==> src/rtl/dwr_pkg.sv <==
package dwr_pkg;
    localparam int REG_W   = 8;
    localparam int STAT_W  = 3;
    localparam int B_ARM   = 7;
    localparam int B_CHAIN = 6;
    localparam int B_WMODE = 5;
    localparam int B_HISEL = 4;
    localparam int B_WIDE  = 3;
    localparam int CTRL_W  = B_ARM - STAT_W;

    typedef struct packed {
        logic armed;
        logic bf_prev;
        logic err;
    } watch_st_t;

    typedef struct packed {
        logic chain;
        logic wmode;
        logic hisel;
        logic wide;
    } ctrl_st_t;
endpackage

==> src/rtl/dwr_watch.sv <==
module dwr_watch (
    input  logic clk,
    input  logic rst_n,
    input  logic wr_en,
    input  logic wr_arm,
    input  logic hw_set,
    input  logic role_init,
    input  logic bus_free,
    output logic armed,
    output logic err
);
    import dwr_pkg::*;

    watch_st_t st_d, st_q;
    logic      bf_rise;

    always_comb begin
        st_d         = st_q;
        bf_rise      = bus_free && !st_q.bf_prev;
        st_d.bf_prev = bus_free;
        st_d.err     = bf_rise && st_q.armed && role_init;
        if (wr_en) begin
            st_d.armed = wr_arm;
        end
        if (st_d.err) begin
            st_d.armed = 1'b0;
        end
        if (hw_set) begin
            st_d.armed = 1'b1;
        end
    end

    always_ff @(posedge clk or negedge rst_n) begin
        if (!rst_n) begin
            st_q <= '0;
        end else begin
            st_q <= st_d;
        end
    end

    assign armed = st_q.armed;
    assign err   = st_q.err;


    hw_set_chk: assert property (@(posedge clk) disable iff (!rst_n)
        hw_set |=> armed);

    single_pulse_chk: assert property (@(posedge clk) disable iff (!rst_n)
        err |=> !err);

    target_quiet_chk: assert property (@(posedge clk) disable iff (!rst_n)
        !role_init |=> !err);

    disarm_after_err_chk: assert property (@(posedge clk) disable iff (!rst_n)
        (err && !$past(hw_set)) |-> !armed);
endmodule

==> src/rtl/dwr_ctrl.sv <==
module dwr_ctrl (
    input  logic                       clk,
    input  logic                       rst_n,
    input  logic                       wr_en,
    input  logic [dwr_pkg::CTRL_W-1:0] wr_ctrl,
    output logic [dwr_pkg::CTRL_W-1:0] ctrl_bits,
    output logic                       chain_mode,
    output logic                       par_word_mode,
    output logic                       par_hi_sel
);
    import dwr_pkg::*;

    ctrl_st_t st_d, st_q;

    always_comb begin
        st_d = st_q;
        if (wr_en) begin
            st_d = ctrl_st_t'(wr_ctrl);
        end
    end

    always_ff @(posedge clk or negedge rst_n) begin
        if (!rst_n) begin
            st_q <= '0;
        end else begin
            st_q <= st_d;
        end
    end

    assign ctrl_bits     = st_q;
    assign chain_mode    = st_q.chain;
    assign par_word_mode = st_q.wmode;
    assign par_hi_sel    = st_q.wmode & st_q.hisel;


    ctrl_hold_chk: assert property (@(posedge clk) disable iff (!rst_n)
        !wr_en |=> $stable(ctrl_bits));

    hi_needs_word_chk: assert property (@(posedge clk) disable iff (!rst_n)
        par_hi_sel |-> par_word_mode);
endmodule

==> src/rtl/disc_watch_reg.sv <==
module disc_watch_reg (
    input  logic       clk,
    input  logic       rst_n,
    input  logic       wr_en,
    input  logic [7:0] wr_data,
    output logic [7:0] rd_data,
    input  logic       sel_done,
    input  logic       resel,
    input  logic       role_init,
    input  logic       bus_free,
    input  logic [2:0] stat_in,
    output logic       disc_err,
    output logic       chain_mode,
    output logic       par_word_mode,
    output logic       par_hi_sel
);
    import dwr_pkg::*;

    logic              armed;
    logic [CTRL_W-1:0] ctrl_bits;

    dwr_watch u_watch (
        .clk       (clk),
        .rst_n     (rst_n),
        .wr_en     (wr_en),
        .wr_arm    (wr_data[B_ARM]),
        .hw_set    (sel_done | resel),
        .role_init (role_init),
        .bus_free  (bus_free),
        .armed     (armed),
        .err       (disc_err)
    );

    dwr_ctrl u_ctrl (
        .clk           (clk),
        .rst_n         (rst_n),
        .wr_en         (wr_en),
        .wr_ctrl       (wr_data[B_ARM-1:STAT_W]),
        .ctrl_bits     (ctrl_bits),
        .chain_mode    (chain_mode),
        .par_word_mode (par_word_mode),
        .par_hi_sel    (par_hi_sel)
    );

    assign rd_data = {armed, ctrl_bits, stat_in};


    status_view_chk: assert property (@(posedge clk) disable iff (!rst_n)
        rd_data[STAT_W-1:0] == stat_in);
endmodule

==> config.mk <==
export PLATFORM = sky130hd
export DESIGN_NAME = disc_watch_reg
export DESIGN_NICKNAME = d
export VERILOG_FILES = /design/src/rtl/dwr_pkg.sv /design/src/rtl/dwr_watch.sv /design/src/rtl/dwr_ctrl.sv /design/src/rtl/disc_watch_reg.sv
export SDC_FILE = /design/constraint.sdc
export NUM_CORES = 1
export LEC_CHECK = 0
export BUFFER_PORTS_ARGS = -buffer_cell sky130_fd_sc_hd__buf_2
export CORE_AREA = 2 2 39 41
export DETAILED_ROUTE_END_ITERATION = 7
export DIE_AREA = 0 0 41 43
export PLACE_DENSITY = 0.62
export SLEW_MARGIN = 30
export SYNTH_ARGS = -nofsm -noshare
export SYNTH_HDL_FRONTEND = slang
export SYNTH_SLANG_ARGS = --single-unit
==> constraint.sdc <==
create_clock -name clk -period 2.45 [get_ports clk]
set_input_delay 0.245 -clock clk [delete_from_list [all_inputs] [get_ports clk]]
set_output_delay 0.245 -clock clk [all_outputs]
set_load 0.02 [all_outputs]
After elaboration in Yosys (flattened, before gate mapping)
Index checks and enable logic that the tools add are counted.

storage, ports and cells
  bits in registers = 7
  input bits = 18
  output and inout port bits = 12
  word-level logic and storage cells = 17

cells by class
  multiplexer cells = 3
  bitwise operators = 2
  reduce and logical (&&, ||, !) cells = 5

operators with widths
  cell                 number
  $logic_and A1 B1 Y1  3
  $mux W1              3
  $reduce_bool A3 Y1   1
  $and A1 B1 Y1        1
  $logic_not A1 Y1     1
  $or A1 B1 Y1         1

Logic depth before layout (Yosys ltp)
Gate-level depths: netlist of the first run.

  depth in word-level cells = 6
  mapped depth = 2
  mapped depth without buffers = 2

Modules after synthesis
A second synthesis of the first run with hierarchy kept.

second synthesis, totals
  cells, all modules = 22
  area total of the unflattened synthesis = 309.0 um2

by module, submodules not included
  module          times used  cells each  area an instance (um2)  sequential area each (um2)
  dwr_ctrl        1           11          166.4                   100.1
  dwr_watch       1           6           106.4                   75.1
  disc_watch_reg  1           5           36.3                    0.0

Worst setup path before layout of the first run
Ideal clock, no wire load.

  kind = register -> output
  from = register u_ctrl.st_q (netlist bit u_ctrl.par_word_mode)
  to = output par_hi_sel
  arrival = 721 ps
  data required time = 2205 ps
  setup slack = 1484 ps
  cell stages (with the launch flop) = 2
  buffers on the path = 0
  cell sequence = dfrtp_1 -> and2_1

between the ends
  longest elaborated chain between the ends = 1

RTL lines
  element                 line                  source
  start, declared         dwr_ctrl.sv:13        ctrl_st_t st_d, st_q;
  start signal, assigned  dwr_ctrl.sv:26        st_q <= st_d;
  $and A1 B1 Y1           dwr_ctrl.sv:33        assign par_hi_sel = st_q.wmode & st_q.hisel;
  end, declared           disc_watch_reg.sv:15  output logic par_hi_sel

No other way between the ends.

Worst setup path after layout of the first run
Same ends and word-level chain as after synthesis.

==> results of run 1 <==
-- cells by family after synthesis --
| group | count (synthesis) |
|---|---|
| AOI/OAI and AO/OA | 1 |
| buffers and inverters | 6 |
| DFF | 7 |
| muxes | 5 |
| and+or+nand+nor | 3 |
-- synth_stat cells (all sizes together) --
library cell,instances
nor2,1
mux2,4
and4b,1
and2,1
buf,6
o21ai,1
mux2i,1
dfrtp,7
-- path summary, 6_finish.rpt --
check | depth (start not counted) | end | slack, ps | from
setup / recovery | 2 | par_hi_sel | 1270 | u_ctrl.par_word_mode
hold / removal | 1 | u_watch.st_q[1] | 120 | bus_free
setup reg to reg | 2 | u_watch.armed | 1630 | u_watch.st_q[1]
hold reg to reg | 1 | u_ctrl.ctrl_bits[0] | 510 | u_ctrl.ctrl_bits[0]
max in group asynchronous | 2 | u_watch.err | 1940 | rst_n
min in group asynchronous | 2 | u_ctrl.chain_mode | 360 | rst_n
-- sequential cells by signal, summed over array words and instances (netlist names) --
register,flops
u_ctrl.chain_mode,1
u_ctrl.ctrl_bits,2
u_ctrl.par_word_mode,1
u_watch.armed,1
u_watch.err,1
u_watch.st_q,1
-- worst max-delay path, cell delays in order (launching register included) --
cell and delay [ps]:
dfrtp_1 390, and2_1 150, buf_2 150
-- repair_timing --
item | 4_1_cts | 5_1_grt
resized for setup | 0 | 0
endpoints found under the hold margin | 7 | 0
hold buffers | 1 | 0
-- through the flow --
step / util / power, mW
after floorplan: - / 0.1723
after global placement: 0.2740 / 0.1850
after detailed placement: 0.2740 / 0.1854
after CTS: 0.3002 / 0.2913
after global routing: 0.3002 / 0.3105
final: 0.3002 / 0.2855
-- cell usage in the layout (no fill, tap or decap), drive strengths merged --
master       instances
and2                 1
and4b                1
buf                 20
clkbuf               4
dfrtp                7
dlygate4sd3          1
mux2                 4
mux2i                1
nor2                 1
o21ai                1
-- metal layers --
layer  wire, um  vias to the layer above  track usage  part of all wire
met5          0                        -            0                 0
met3        105                        0      0.09424              0.19
met1        223                      105      0.07947              0.40
li1           -                      105            -                 -
met4          0                        0      0.04000                 0
met2        226                       24       0.1156              0.41
-- report_power, final --
| part | switching [mW] | internal, mW | leakage [nW] |
|---|---|---|---|
| registers | 0.00478 | 0.125 | 0.0813 |
| logic | 0.0300 | 0.0243 | 0.117 |
| clock network | 0.0398 | 0.0620 | 0.0150 |
| total | 0.0746 | 0.211 | 0.213 |
-- layout make-up --
cell class	instances	area, um2
timing repair buffer	21	110.1
sequential	7	175.2
fill	144	968.4
multi-input combinational	9	83.83
clock buffer	4	26.28
tap	16	20.02
==> out/qor.yml, run 1 <==
drv_cap: 0
finalNonFillerCells: 57
synth_top_family_by_area: "multiplexers"
ys_types: 8
drv_slew: 0
finalCriticalPeriod_ps: 1181
cts_tree: "done"
drive_gt1_frac: 0.6829
io_pins: 30
finalWirelength_um: 555
synth_simple_gate_area_frac: 0.06584
crit_type: "register to output port"
grt_pass1_vias: 216
final_hold_viol_count: 0
yosysWarnings: 0
avgSynthCellArea_um2: 13.82
coreArea_um2: 1384
final_area_um2: 415.4
rsz0062_at_grt: "false"
p_leak_nw: 0.2134
netlist.area_leader.share: 0.5761
synth_mux_area_frac: 0.1811
yosys.area_share.xor_xnor: 0
die_h_um: 43
wl_per_cell_um: 9.737
worst_slack_ps: 1269
synth_compound_area_frac: 0.02881
grt_max_degree: 8
cp.required_ps: 2200
cts_buffer_depth: 2
finalSetupViolCount: 0
synthTopCellsByArea: "dfrtp_1, buf_4, mux2_2"
htree_levels: 1
via_per_inst: 4.105
relSlewSlack: 0.8946
finalCritPeriodShare: 0.4819
gp_congestion: 0.6403
numCtsBuffers: 3
ant_nets: 0
synthCells: 22
dp_hpwl_um: 431.3
start_kind: "register"
rows: 14
outcome: "completed"
holdWs_ps: 120.5
setup_tns_ps: 0
place_ws_ps: 1528
io_buffers: 20
diodes: 0
area_growth_syn_to_layout_pct: 36.63
ir_worst_vdd_mv: 0.2940
synth_largest_area_cell: "dfrtp_1"
synth_seq_cells: 7
syn_nets: 40
grt_pass1_wl_um: 855
clk_latency_ps: 240
initial_core_util: 0.2197
antenna_found_initial: 0
first_pass_iters: 1
die_area_um2: 1763
critPathMaxFanout: 4
place_area_um2: 379.1
grt_use_total: 0.08612
grt_overflow: 0
critPathCaptureType: "output port"
clkTransAtPathRegs_ps: 50
clock-root-buffer: "clkbuf_4"
critPathArrivalTime_ps: 940
powerDensity_nw_per_um2: 687.3
ys_seq_area_frac: 0.5761
cts_sinks: 7
skew_ps: 0.06101
worstMarginPinSlew_ps: 153.7
nets: 60
postCtsSetupBuffers: 0
synth_fa_ha_area_frac: 0
die_x_um: 41
synthesis.area_um2: 304.0
via_count: 234
drcViolationCount: 0
hold_path_class: "primary input to register"
dr.first_iter.drc_count: 0
timing.fmax_ghz: 0.8470
dp.cells: 52
No activity file was read; power rests on OpenSTA's default activity.
==> inputs of run 2 (changes only) <==
PLACE_DENSITY = 0.64   (was 0.62)
clock period = 0.95 ns   (was 2.45 ns; I/O delays follow)
==> run 2 against run 1 <==
The flow now finishes with violations (setup timing). Die area did not move. Global-route usage decreased by 0.71 points. First-iteration DRC count stayed put. Power increased to 2.7 times the previous value. Wire length grew 7.7%. Sequential share of layout area down 3.9 points. Count of clock-buffer cells in the layout did not move. Via count fell by 6.4%. Clock skew grew 5.1 ps.
==> out/qor.yml, run 2 (synthesis results as in run 1) <==
grt_use_total: 0.07903
critical_path.slowest_cell: "dfrtp_1"
final_hold_viol_count: 0
dp.cells: 52
critPathCaptureType: "output port"
final_area_um2: 457.9
via_per_inst: 3.712
largest_reg_flops: 2
ant_nets: 0
clock-root-buffer: "clkbuf_4"
diodes: 0
register_area_um2: 175.2
p_leak_nw: 0.2310
grt_max_degree: 8
multi_input_area_um2: 86.33
skew_ps: 5.163
nets: 62
grt_pass1_vias: 206
hold_path_end: "u_watch.armed"
coreArea_um2: 1384
fillCellCount: 137
grt_overflow: 0
outcome: "finished with violations"
powerDensity_nw_per_um2: 1701
numCtsBuffers: 3
finalSetupViolCount: 3
drv_cap: 0
drcViolationCount: 0
rows: 14
io_pins: 30
relSlewSlack: 0.8923
ir_worst_vdd_mv: 0.5447
r2r_slack_ps: 130
worstHoldPathCells: 3
timing.fmax_ghz: 0.9928
wl_per_cell_um: 10.14
initial_core_util: 0.2197
finalNonFillerCells: 59
cts_sinks: 7
r2r_start: "u_watch.st_q[1]"
hold_path_class: "primary input to register"
drv_slew: 0
clk_latency_ps: 250
cts_tree: "done"
finalWirelength_um: 598
die_x_um: 41
antenna_found_initial: 0
critPathArrivalTime_ps: 910
grt_pass1_wl_um: 814
via_count: 219
min_from: "sel_done"
setup_tns_ps: -137.2
cts_buffer_depth: 2
critPathMaxFanout: 3
worst_slack_ps: -57.26
final_cell_mix: "buf_2, dfrtp_1, mux2_2, buf_6, clkbuf_4"
cpLargestDelayFamily: "flip-flops"
worst_r2r_path_depth: 2
start_kind: "register"
io_buffers: 20
drive_gt1_frac: 0.6977
die_h_um: 43
place_area_um2: 379.1
rsz0062_at_grt: "true"
crit_type: "register to output port"
gp_congestion: 0.6017
area_growth_syn_to_layout_pct: 50.62
violations: "setup timing"
layout_commonest_cell: "buf_2"
first_pass_iters: 1
htree_levels: 1
dr.first_iter.drc_count: 0
critPathBufInv: 1
worstReg2RegEnd: "u_watch.armed"
finalCriticalPeriod_ps: 1007
cp.required_ps: 850
worstMarginPinSlew_ps: 157.1
finalCritPeriodShare: 1.060
slowest_delay_ps: 400
clkTransAtPathRegs_ps: 60
path_cells: "and2_4 > buf_6"
die_area_um2: 1763
## run 2: worst min-delay path: cells and delay by family
kind | cells | cell delay (ps)
buffers and inverters | 1 | 70
AOI/OAI and AO/OA | 1 | 40
and+or+nand+nor | 1 | 40
## run 2: worst max-delay path by stage
stage                         startpoint                   end  slack, ps  depth (start not counted)
CTS                  u_ctrl.ctrl_bits[1]            par_hi_sel        -70                          2
detailed placement       u_watch.st_q[1]         u_watch.armed        130                          2
finish              u_ctrl.par_word_mode            par_hi_sel        -60                          2
floorplan           u_ctrl.par_word_mode  u_ctrl.par_word_mode        100                          1
global route        u_ctrl.par_word_mode            par_hi_sel        -90                          2
global placement         u_watch.st_q[1]         u_watch.armed        140                          2
## run 2: timing repair
item	in CTS	in global routing
buffers inserted	1	0
pin swaps	1	0
endpoints found under the setup margin	1	3
endpoints found under the hold margin	8	0
resized for setup	8	0
hold buffers	2	0
## run 2: where the power goes
part | switching (mW) | leakage, nW | internal (mW)
registers | 0.0132 | 0.0813 | 0.321
clock network | 0.109 | 0.0150 | 0.160
logic | 0.0838 | 0.135 | 0.0914
## run 2: layout make-up
class | instances | area share
flip-flops and latches | 7 | 0.3825
well taps | 16 | 0.04372
repair buffers | 23 | 0.3279
clock buffers | 4 | 0.05738
multi-input cells | 9 | 0.1885
## run 2: routing by layer
metal,wire [um],GRT usage
met3,87,0.04712
met1,257,0.08940
met4,0,0.06000
met2,253,0.1031
met5,0,0
## run 2: per-stage QoR
stage	setup WS (ps)	hold slack (ps)	util	power, mW
floorplan	102.7	-200.6	-	0.4442
global placement	141.7	-68.04	0.2740	0.4758
detailed placement	126.2	-67.87	0.2740	0.4771
CTS	-72.29	18.79	0.3309	0.7971
global route	-92.50	25.52	0.3309	0.8259
finish	-57.26	28.71	0.3309	0.7790
